### src/rtl/ufp_pkg.sv
package ufp_pkg;

    typedef enum logic [1:0] {
        CH_EMPTY = 2'd0,
        CH_PART  = 2'd1,
        CH_FULL  = 2'd2
    } chan_state_t;

    typedef enum logic {
        CT_STEADY = 1'b0,
        CT_FLUSH  = 1'b1
    } ctl_state_t;

    typedef struct packed {
        logic [1:0] tx_trig;
        logic [1:0] rx_trig;
        logic       rsv;
        logic       tx_flush;
        logic       rx_flush;
        logic       fifo_en;
    } ctrl_word_t;

    // transmit threshold: quarters of the depth (0, 1/4, 1/2, 3/4)
    function automatic int unsigned tx_level(input logic [1:0] sel, input int unsigned depth);
        return (depth / 4) * int'(sel);
    endfunction

    // receive threshold: one byte, then eighth / quarter / half of the depth
    function automatic int unsigned rx_level(input logic [1:0] sel, input int unsigned depth);
        if (sel == 2'b00)
            return 1;
        return (depth / 8) << (int'(sel) - 1);
    endfunction

endpackage

### src/rtl/ufp_ctrl_reg.sv
module ufp_ctrl_reg
    import ufp_pkg::*;
(
    input  logic       clk,
    input  logic       rst_n,
    input  logic       wr,
    input  logic [7:0] wdata,
    output ctrl_word_t word,
    output logic       rx_flush,
    output logic       tx_flush
);

    ctl_state_t state_q, state_d;
    ctrl_word_t word_q, word_d;

    always_comb begin
        word_d = word_q;
        unique case (state_q)
            CT_STEADY: ;
            CT_FLUSH: begin
                word_d.rx_flush = 1'b0;
                word_d.tx_flush = 1'b0;
            end
            default: ;
        endcase
        if (wr) begin
            word_d     = ctrl_word_t'(wdata);
            word_d.rsv = 1'b0;
            if (wdata[0] != word_q.fifo_en) begin
                word_d.rx_flush = 1'b1;
                word_d.tx_flush = 1'b1;
            end
        end
        state_d = (word_d.rx_flush || word_d.tx_flush) ? CT_FLUSH : CT_STEADY;
    end

    always_ff @(posedge clk or negedge rst_n) begin
        if (!rst_n) begin
            state_q <= CT_STEADY;
            word_q  <= '0;
        end else begin
            state_q <= state_d;
            word_q  <= word_d;
        end
    end

    always_comb begin
        word     = word_q;
        rx_flush = (state_q == CT_FLUSH) && word_q.rx_flush;
        tx_flush = (state_q == CT_FLUSH) && word_q.tx_flush;
    end

endmodule

### src/rtl/ufp_fifo_chan.sv
module ufp_fifo_chan
    import ufp_pkg::*;
#(
    parameter  int DEPTH = 64,
    parameter  int WIDTH = 8,
    parameter  bit IS_RX = 1'b0,
    localparam int AW    = $clog2(DEPTH),
    localparam int OW    = AW + 1
) (
    input  logic             clk,
    input  logic             rst_n,
    input  logic             fifo_en,
    input  logic [1:0]       trig_sel,
    input  logic             flush,
    input  logic             push,
    input  logic [WIDTH-1:0] push_data,
    input  logic             pop,
    output logic [WIDTH-1:0] pop_data,
    output logic [AW-1:0]    cnt_field,
    output logic             full,
    output logic             req
);

    chan_state_t      state_q, state_d;
    logic [OW-1:0]    occ_q, occ_d, cap, level;
    logic [AW-1:0]    wr_ptr_q, rd_ptr_q;
    logic [WIDTH-1:0] mem [DEPTH];
    logic [WIDTH-1:0] pop_data_q;
    logic             can_push, can_pop, do_push, do_pop;

    // acceptance and next occupancy
    always_comb begin
        can_push = 1'b0;
        can_pop  = 1'b0;
        unique case (state_q)
            CH_EMPTY: begin
                can_push = 1'b1;
                can_pop  = 1'b0;
            end
            CH_PART: begin
                can_push = 1'b1;
                can_pop  = 1'b1;
            end
            CH_FULL: begin
                can_pop  = 1'b1;
                can_push = pop;
            end
            default: ;
        endcase
        do_push = push && can_push && !flush;
        do_pop  = pop && can_pop && !flush;
        cap     = fifo_en ? OW'(DEPTH) : OW'(1);
        if (flush)
            occ_d = '0;
        else
            occ_d = occ_q + OW'(do_push) - OW'(do_pop);
        if (occ_d == '0)
            state_d = CH_EMPTY;
        else if (occ_d >= cap)
            state_d = CH_FULL;
        else
            state_d = CH_PART;
    end

    // state register
    always_ff @(posedge clk or negedge rst_n) begin
        if (!rst_n) begin
            state_q    <= CH_EMPTY;
            occ_q      <= '0;
            wr_ptr_q   <= '0;
            rd_ptr_q   <= '0;
            pop_data_q <= '0;
        end else begin
            state_q <= state_d;
            occ_q   <= occ_d;
            if (flush) begin
                wr_ptr_q <= '0;
                rd_ptr_q <= '0;
            end else begin
                if (do_push)
                    wr_ptr_q <= wr_ptr_q + AW'(1);
                if (do_pop) begin
                    rd_ptr_q   <= rd_ptr_q + AW'(1);
                    pop_data_q <= mem[rd_ptr_q];
                end
            end
        end
    end

    always_ff @(posedge clk) begin
        if (do_push)
            mem[wr_ptr_q] <= push_data;
    end

    // outputs
    always_comb begin
        full      = (state_q == CH_FULL);
        cnt_field = full ? '0 : occ_q[AW-1:0];
        pop_data  = pop_data_q;
    end

    generate
        if (IS_RX) begin : g_rx_req
            always_comb begin
                level = OW'(rx_level(trig_sel, DEPTH));
                req   = fifo_en ? (occ_q >= level) : (occ_q != '0);
            end
        end else begin : g_tx_req
            always_comb begin
                level = OW'(tx_level(trig_sel, DEPTH));
                req   = fifo_en ? (occ_q <= level) : (occ_q == '0);
            end
        end
    endgenerate

endmodule

### src/rtl/ufp_overrun.sv
module ufp_overrun (
    input  logic clk,
    input  logic rst_n,
    input  logic flush,
    input  logic push,
    input  logic pop,
    input  logic full,
    output logic overrun
);

    logic flag_q;

    always_ff @(posedge clk or negedge rst_n) begin
        if (!rst_n)
            flag_q <= 1'b0;
        else if (flush)
            flag_q <= 1'b0;
        else if (push && full && !pop)
            flag_q <= 1'b1;
    end

    assign overrun = flag_q;

endmodule

### src/rtl/uart_fifo_pair.sv
module uart_fifo_pair
    import ufp_pkg::*;
#(
    parameter  int DEPTH = 64,
    localparam int AW    = $clog2(DEPTH)
) (
    input  logic          clk,
    input  logic          rst_n,
    input  logic          ctrl_wr,
    input  logic [7:0]    ctrl_wdata,
    output logic [7:0]    ctrl_rdata,
    input  logic          tx_push,
    input  logic [7:0]    tx_push_data,
    input  logic          tx_pop,
    output logic [7:0]    tx_pop_data,
    input  logic          rx_push,
    input  logic [7:0]    rx_push_data,
    input  logic          rx_pop,
    output logic [7:0]    rx_pop_data,
    output logic [2*AW+3:0] fifo_status,
    output logic          tx_req,
    output logic          rx_req,
    output logic          rx_overrun
);

    ctrl_word_t    word;
    logic          rx_flush, tx_flush;
    logic [AW-1:0] rx_cnt, tx_cnt;
    logic          rx_full, tx_full;

    ufp_ctrl_reg u_ctrl (
        .clk      (clk),
        .rst_n    (rst_n),
        .wr       (ctrl_wr),
        .wdata    (ctrl_wdata),
        .word     (word),
        .rx_flush (rx_flush),
        .tx_flush (tx_flush)
    );

    ufp_fifo_chan #(.DEPTH(DEPTH), .WIDTH(8), .IS_RX(1'b0)) u_tx (
        .clk       (clk),
        .rst_n     (rst_n),
        .fifo_en   (word.fifo_en),
        .trig_sel  (word.tx_trig),
        .flush     (tx_flush),
        .push      (tx_push),
        .push_data (tx_push_data),
        .pop       (tx_pop),
        .pop_data  (tx_pop_data),
        .cnt_field (tx_cnt),
        .full      (tx_full),
        .req       (tx_req)
    );

    ufp_fifo_chan #(.DEPTH(DEPTH), .WIDTH(8), .IS_RX(1'b1)) u_rx (
        .clk       (clk),
        .rst_n     (rst_n),
        .fifo_en   (word.fifo_en),
        .trig_sel  (word.rx_trig),
        .flush     (rx_flush),
        .push      (rx_push),
        .push_data (rx_push_data),
        .pop       (rx_pop),
        .pop_data  (rx_pop_data),
        .cnt_field (rx_cnt),
        .full      (rx_full),
        .req       (rx_req)
    );

    ufp_overrun u_ovr (
        .clk     (clk),
        .rst_n   (rst_n),
        .flush   (rx_flush),
        .push    (rx_push),
        .pop     (rx_pop),
        .full    (rx_full),
        .overrun (rx_overrun)
    );

    assign ctrl_rdata  = word;
    assign fifo_status = {1'b0, tx_full, tx_cnt, 1'b0, rx_full, rx_cnt};

endmodule

### config.mk
export PLATFORM = sky130hd
export DESIGN_NAME = uart_fifo_pair
export DESIGN_NICKNAME = d
export VERILOG_FILES = /design/src/rtl/ufp_pkg.sv /design/src/rtl/ufp_ctrl_reg.sv /design/src/rtl/ufp_fifo_chan.sv /design/src/rtl/ufp_overrun.sv /design/src/rtl/uart_fifo_pair.sv
export SDC_FILE = /design/constraint.sdc
export NUM_CORES = 1
export LEC_CHECK = 0
export BUFFER_PORTS_ARGS = -buffer_cell sky130_fd_sc_hd__buf_2
export CAP_MARGIN = 20
export CORE_UTILIZATION = 50
export CTS_CLUSTER_DIAMETER = 200
export DETAILED_ROUTE_END_ITERATION = 7
export PLACE_DENSITY = 0.66
export SYNTH_ARGS = -nofsm -noshare
export SYNTH_HDL_FRONTEND = slang
export SYNTH_SLANG_ARGS = --single-unit
### constraint.sdc
create_clock -name clk -period 5 [get_ports clk]
set_clock_uncertainty 0.05 [all_clocks]
set_input_delay 1 -clock clk [delete_from_list [all_inputs] [get_ports clk]]
set_output_delay 1 -clock clk [all_outputs]
set_load 0.005 [all_outputs]
Word level (Yosys, flattened, before mapping) --
Memory sizes are Yosys's and may differ from the RTL's. A register that Yosys moved wholly into a read port is not among the register bits. Cells that the tools add are included.
Storage, ports and cells: register bits 51, output and inout bits 43, memories kept 2, bits in read-only memories 0, latch bits 0, bits in writable memories 1024, bits of input ports 31
Operators by class: shift-type cells 1, equality and inequality tests 5, order comparisons 4, reductions and logical operators 36, muxes and demuxes 36, div/mod/pow operators 0, bitwise operators 2, multipliers 0, add/subtract/negate cells 9
Memories:
- u_rx.mem | depth 64, width 8, read ports 1, clocked after Yosys merged registers in 1, write ports 1, line ufp_fifo_chan.sv:27 | logic [WIDTH-1:0] mem [DEPTH];
- u_tx.mem | depth 64, width 8, read ports 1, clocked after Yosys merged registers in 1, write ports 1, line ufp_fifo_chan.sv:27
Operator list (count):
- 2-to-1 mux 6 bit | 10
- left shift 4 x 32 -> 7 bit, first input constant | 1
- 2-to-1 mux 7 bit | 4
- adder 6 x 1 -> 6 bit, second input constant | 4
- greater-or-equal comparator 7 bit | 3
- zero test 7 bit | 3
- adder 7 x 1 -> 7 bit | 2
- subtractor 7 x 1 -> 7 bit | 2
- 2-to-1 mux 1 bit | 13
- logical AND 1 bit | 12
- 2-to-1 mux 2 bit | 6
- nonzero test 2 bit | 5
- OR reduction 2 bit | 4
- less-or-equal comparator 7 x 6 -> 1 bit | 1
- nonzero test 7 bit | 1
- zero test 2 bit | 3
- zero test 1 bit | 5
- equality test 2 x 1 -> 1 bit, second input constant | 2
- equality test 2 bit, second input constant | 2
- case mux 1 bit (2 select lines) | 2
- AND reduction 2 bit | 2
- 2-to-1 mux 3 bit | 1
- subtractor 2 x 1 -> 3 bit, second input constant | 1
- NOT 1 bit | 2
- 2 further kinds | 2

Logic depth before layout (Yosys ltp) --
depth after elaboration 11, gate-level depth with buffers 19

Cells and area by module --
A second synthesis with hierarchy kept.
Unflattened totals: cells, all modules 2358, area, all modules 44288.7 µm²
Modules (own cells, without submodules):
- ufp_fifo_chan (u_rx) | cells each 1170, times used 1, seq. area each 16100.4 µm², area each 22002.4 µm²
- ufp_fifo_chan (u_tx) | cells each 1150, times used 1, seq. area each 16100.4 µm², area each 21839.7 µm²
- ufp_ctrl_reg | cells each 29, times used 1, seq. area each 200.2 µm², area each 371.6 µm²
- ufp_overrun | cells each 4, times used 1, seq. area each 25.0 µm², area each 41.3 µm²
- uart_fifo_pair | cells each 5, times used 1, seq. area each 0.0 µm², area each 33.8 µm²

Worst setup path after synthesis --
OpenSTA, ideal clock, no wires.
kind input to register, start input port tx_pop, end register u_tx.state_q[0], arrival time 4004 ps, setup time 104 ps, stages 16, setup slack 843 ps, buffers on the path 2, required time 4846 ps, cells stage by stage and2_1 -> clkbuf_1 -> nand2_1 -> inv_1 -> clkbuf_1 -> ha_1 -> inv_1 -> ha_1 -> fa_1 -> a21oi_1 -> o21bai_1 -> nand2_1 -> nor3_1 -> or3_1 -> ha_1 -> a221oi_1
Between the ends: cells in the longest elaborated chain, start to end 9, elaborated cells between the ends (all ways) 12
RTL lines:
- start, declared | line uart_fifo_pair.sv:14 | input logic tx_pop,
- case mux 1 bit (2 select lines) | line ufp_fifo_chan.sv:35 | unique case (state_q)
- logical AND 1 bit (2 in a row) | line ufp_fifo_chan.sv:50 | do_push = push && can_push && !flush;
- adder 7 x 1 -> 7 bit | line ufp_fifo_chan.sv:56 | occ_d = occ_q + OW'(do_push) - OW'(do_pop);
- subtractor 7 x 1 -> 7 bit (*) | line ufp_fifo_chan.sv:56
- 2-to-1 mux 7 bit (*) | line ufp_fifo_chan.sv:53 | if (flush)
- named net u_tx.occ_d[6] | line ufp_fifo_chan.sv:25 | logic [OW-1:0] occ_q, occ_d, cap, level;
- greater-or-equal comparator 7 bit | line ufp_fifo_chan.sv:59 | else if (occ_d >= cap)
- 2-to-1 mux 2 bit | line ufp_fifo_chan.sv:59
- 2-to-1 mux 2 bit (*) | line ufp_fifo_chan.sv:57 | if (occ_d == '0)
- named net u_tx.state_d[0] | line ufp_fifo_chan.sv:24 | chan_state_t state_q, state_d;
- end signal, assigned | line ufp_fifo_chan.sv:74 | state_q <= state_d;
- end, declared | line ufp_fifo_chan.sv:24
Mark *: on every way through the listed nets, which the timed path passes. The rest lies on a longest branch. A chain may end at the register's enable or synchronous reset.

Final worst setup path --
start register u_tx.state_q[0], end register u_tx.state_q[1]
Between the ends: cells in the longest elaborated chain, start to end 11, elaborated cells between the ends (all ways) 18
RTL lines (line):
- equality test 2 x 1 -> 1 bit or zero test 2 bit (tied branches) | ufp_fifo_chan.sv:35
- OR reduction 2 bit (no line)
- case mux 1 bit (2 select lines) | ufp_fifo_chan.sv:35
- logical AND 1 bit (2 in a row) | ufp_fifo_chan.sv:50
- adder 7 x 1 -> 7 bit | ufp_fifo_chan.sv:56
- subtractor 7 x 1 -> 7 bit (*) | ufp_fifo_chan.sv:56
- 2-to-1 mux 7 bit (*) | ufp_fifo_chan.sv:53
- named net u_tx.occ_d[6] | ufp_fifo_chan.sv:25
- greater-or-equal comparator 7 bit | ufp_fifo_chan.sv:59
- 2-to-1 mux 2 bit | ufp_fifo_chan.sv:59
- 2-to-1 mux 2 bit (*) | ufp_fifo_chan.sv:57
- named net u_tx.state_d[1] | ufp_fifo_chan.sv:24
Marks and branches as above.

==> metrics.yaml <==
intPower_mw: 16.9
fin_tns_setup_ns: 0
slew_viol_final: 0
fmax_ghz: 0.243
antenna_found_initial: 0
clock_path_buffers: 3
synth_edf_count: 1024
grt_pass1_vias: 22700
io_buffers: 69
ios: 74
syn_avg_cell_area_sq_um: 18.3
comb_power_share: 0.208
wirelength_um: 93700
cp.required_ns: 5.51
rr_worst_depth: 17
period_minus_slack_ns: 4.12
relSlewSlack: 0.285
cp_top_family: "adder cells"
clk_latency_ns: 0.68
crit_type: "register to register"
routedWlPerCell_um: 24.9
outcome: "finished clean"
clkTransAtPathRegs_ns: 0.06
drt_first_pass_iters: 5
drive_gt1_frac: 0.193
pwr-share-seq: 0.458
power_frac_clock: 0.334
place_ws_ns: 0.525
crit_top_cell: "ha_1"
first_iter_violations: 1763
detail-route-antenna-nets: 0
yosysWarnings: 0
yosys_most_used_dff: "edfxtp_1"
peakVddDrop_mv: 0.348
dr_total_vias: 22300
start_util: 0.506
cts_buffers: 107
final_cells: 3770
finalWeightedCongestion: 0.892
final_cell_mix: "1024 x edfxtp_1, 192 x mux2i_1, 190 x nor2_1, 178 x mux4_2, 109 x clkbuf_16"
p_total_mw: 23.2
grt_max_degree: 66
die_h_um: 299
cp_slowest_cell: "fa_1"
hpwl_um: 57800
numClockSinks: 1091
n_antenna_cell: 0
critPathMaxFanout: 8
ctsResizeCount: 0
synth_area_sq_um: 44000
rows: 108
finalCritPeriodShare: 0.824
p_leak_nw: 15.8
final_common_cell: "edfxtp_1"
path_buf_inv: 3
cp.depth: 17
netlist_instances: 2409
ys_seq_elements: 1091
drc: 0
hold_buffers: 0
switching_share: 0.274
cts_max_level: 3
clockRootBuffer: "clkbuf_16"
yosysSeqAreaShare: 0.737
design_area_sq_um: 49200
arrival_ns: 4.63
setup_viol: 0
fin_ws_ns: 0.878
die_x_um: 299
placed_cells: 3566
grt_overflow: 0
viasPerCell: 5.91
worstSetupStartpointType: "register"
post_dp_cell_area_sq_um: 45700
cts_setup_buffers: 0
tightest_slew_ns: 1.07
endpoint_kind: "register"
die_area_sq_um: 89200
path_cells: "inv_1 -> ha_1 -> and2_1 -> nand2_1 -> inv_1 -> ha_1 -> inv_1 -> ha_1 -> fa_1 -> a21oi_1 -> o21bai_1 -> nand2_1 -> nor3_1 -> or3_1 -> ha_1 -> a21oi_1 -> o32ai_1"
async_reset_ff_frac: 0.0614
core_area_sq_um: 87000
nets: 2604
p_sw_mw: 6.36
synth.distinct_cells: 65
cts_tree: "built"
hold_class: "primary input to async pin"
grt_pass1_wl_um: 142000
p_per_area_nw_per_um2: 473
rsz0062_at_grt: "no"
drv_cap: 0
grt_usage: 0.213
cpPeakStageDelay_ns: 0.44
area_growth_pct: 11.7
hold_violations: 0
-- through the flow --
stage	utilization	hold WS, ns
4_1_cts	0.565	0.263
2_1_floorplan	-	0.436
6_report	0.565	0.259
3_3_place_gp	0.526	0.434
3_5_place_dp	0.526	0.463
5_1_grt	0.565	0.280
-- worst paths after layout --
path                                  from                to  slack, ns
max                        u_tx.state_q[0]   u_tx.state_q[1]       0.88
min                                  rst_n  u_rx.pop_data[0]       0.26
max reg2reg                u_tx.state_q[0]   u_tx.state_q[1]       0.88
min reg2reg                  u_ovr.overrun     u_ovr.overrun       0.46
max in group asynchronous            rst_n  u_tx.rd_ptr_q[1]       3.74
min in group clk             u_ovr.overrun     u_ovr.overrun       0.46
-- cell families (layout without fill, tap and decap cells) --
family | after synthesis | in the layout | synth area share
buffers and inverters | 178 | 382 | 0.0187
and+or+nand+nor | 449 | 449 | 0.0481
xor gates and xnor gates | 28 | 28 | 0.00557
DFF | 1091 | 1091 | 0.737
muxes | 375 | 375 | 0.137
adders and majority gates | 49 | 49 | 0.0143
AOI/OAI and AO/OA | 238 | 238 | 0.0397
other | 1 | 3 | 0.0000852
-- registers in the layout (all words and copies together), names as in the netlist, 7 cells and up --
register,count
u_rx.mem,512
u_tx.occ_q,7
u_tx.mem,512
u_tx.pop_data,8
u_ctrl.word,7
u_rx.occ_q,7
u_rx.pop_data,8
-- layout make-up --
type	count	area, sq um
clock buffers	130	2810
well taps	1155	1450
inverters	39	146
fillers	6586	37800
flip-flops and latches	1091	32400
multi-input cells	1142	10800
repair buffers	143	955
clock inverters	70	606
-- Yosys cell counts, types with 14 or more instances --
| master | n | area (sq um) |
|---|---|---|
| clkbuf_1 | 53 | 199 |
| mux2i_1 | 192 | 1920 |
| o21ai_0 | 26 | 130 |
| dfrtp_1 | 67 | 1680 |
| ha_1 | 47 | 588 |
| nand2b_1 | 14 | 87.6 |
| buf_4 | 24 | 180 |
| xor2_1 | 18 | 158 |
| nor3_1 | 39 | 195 |
| buf_2 | 40 | 200 |
| a21oi_1 | 39 | 195 |
| o22ai_1 | 15 | 93.8 |
| nand2_1 | 65 | 244 |
| mux4_2 | 178 | 4010 |
| edfxtp_1 | 1024 | 30700 |
| a22oi_1 | 65 | 488 |
| nand3_1 | 51 | 255 |
| inv_1 | 39 | 146 |
| buf_1 | 19 | 71.3 |
| nor2_1 | 190 | 713 |
| nor2b_1 | 20 | 125 |
-- routing by layer --
| layer | global-route usage | vias up | share of wire |
|---|---|---|---|
| met1 | 0.283 | 11500 | 0.41 |
| met2 | 0.363 | 721 | 0.51 |
| met5 | 0 | - | 0 |
| met3 | 0.0268 | 166 | 0.048 |
| li1 | - | 9887 | - |
| met4 | 0.0745 | 0 | 0.031 |
-- power by group through the flow --
| stage | clock [mW] | combinational (mW) | sequential (mW) |
|---|---|---|---|
| 2_1_floorplan | 0 | 3.74 | 10.5 |
| 3_3_place_gp | 0 | 4.72 | 10.8 |
| 3_5_place_dp | 0 | 4.83 | 10.8 |
| 4_1_cts | 7.90 | 4.85 | 10.7 |
| 5_1_grt | 8.22 | 5.24 | 10.7 |
| 6_report | 7.77 | 4.84 | 10.6 |
(Power assumes the default switching activity.)
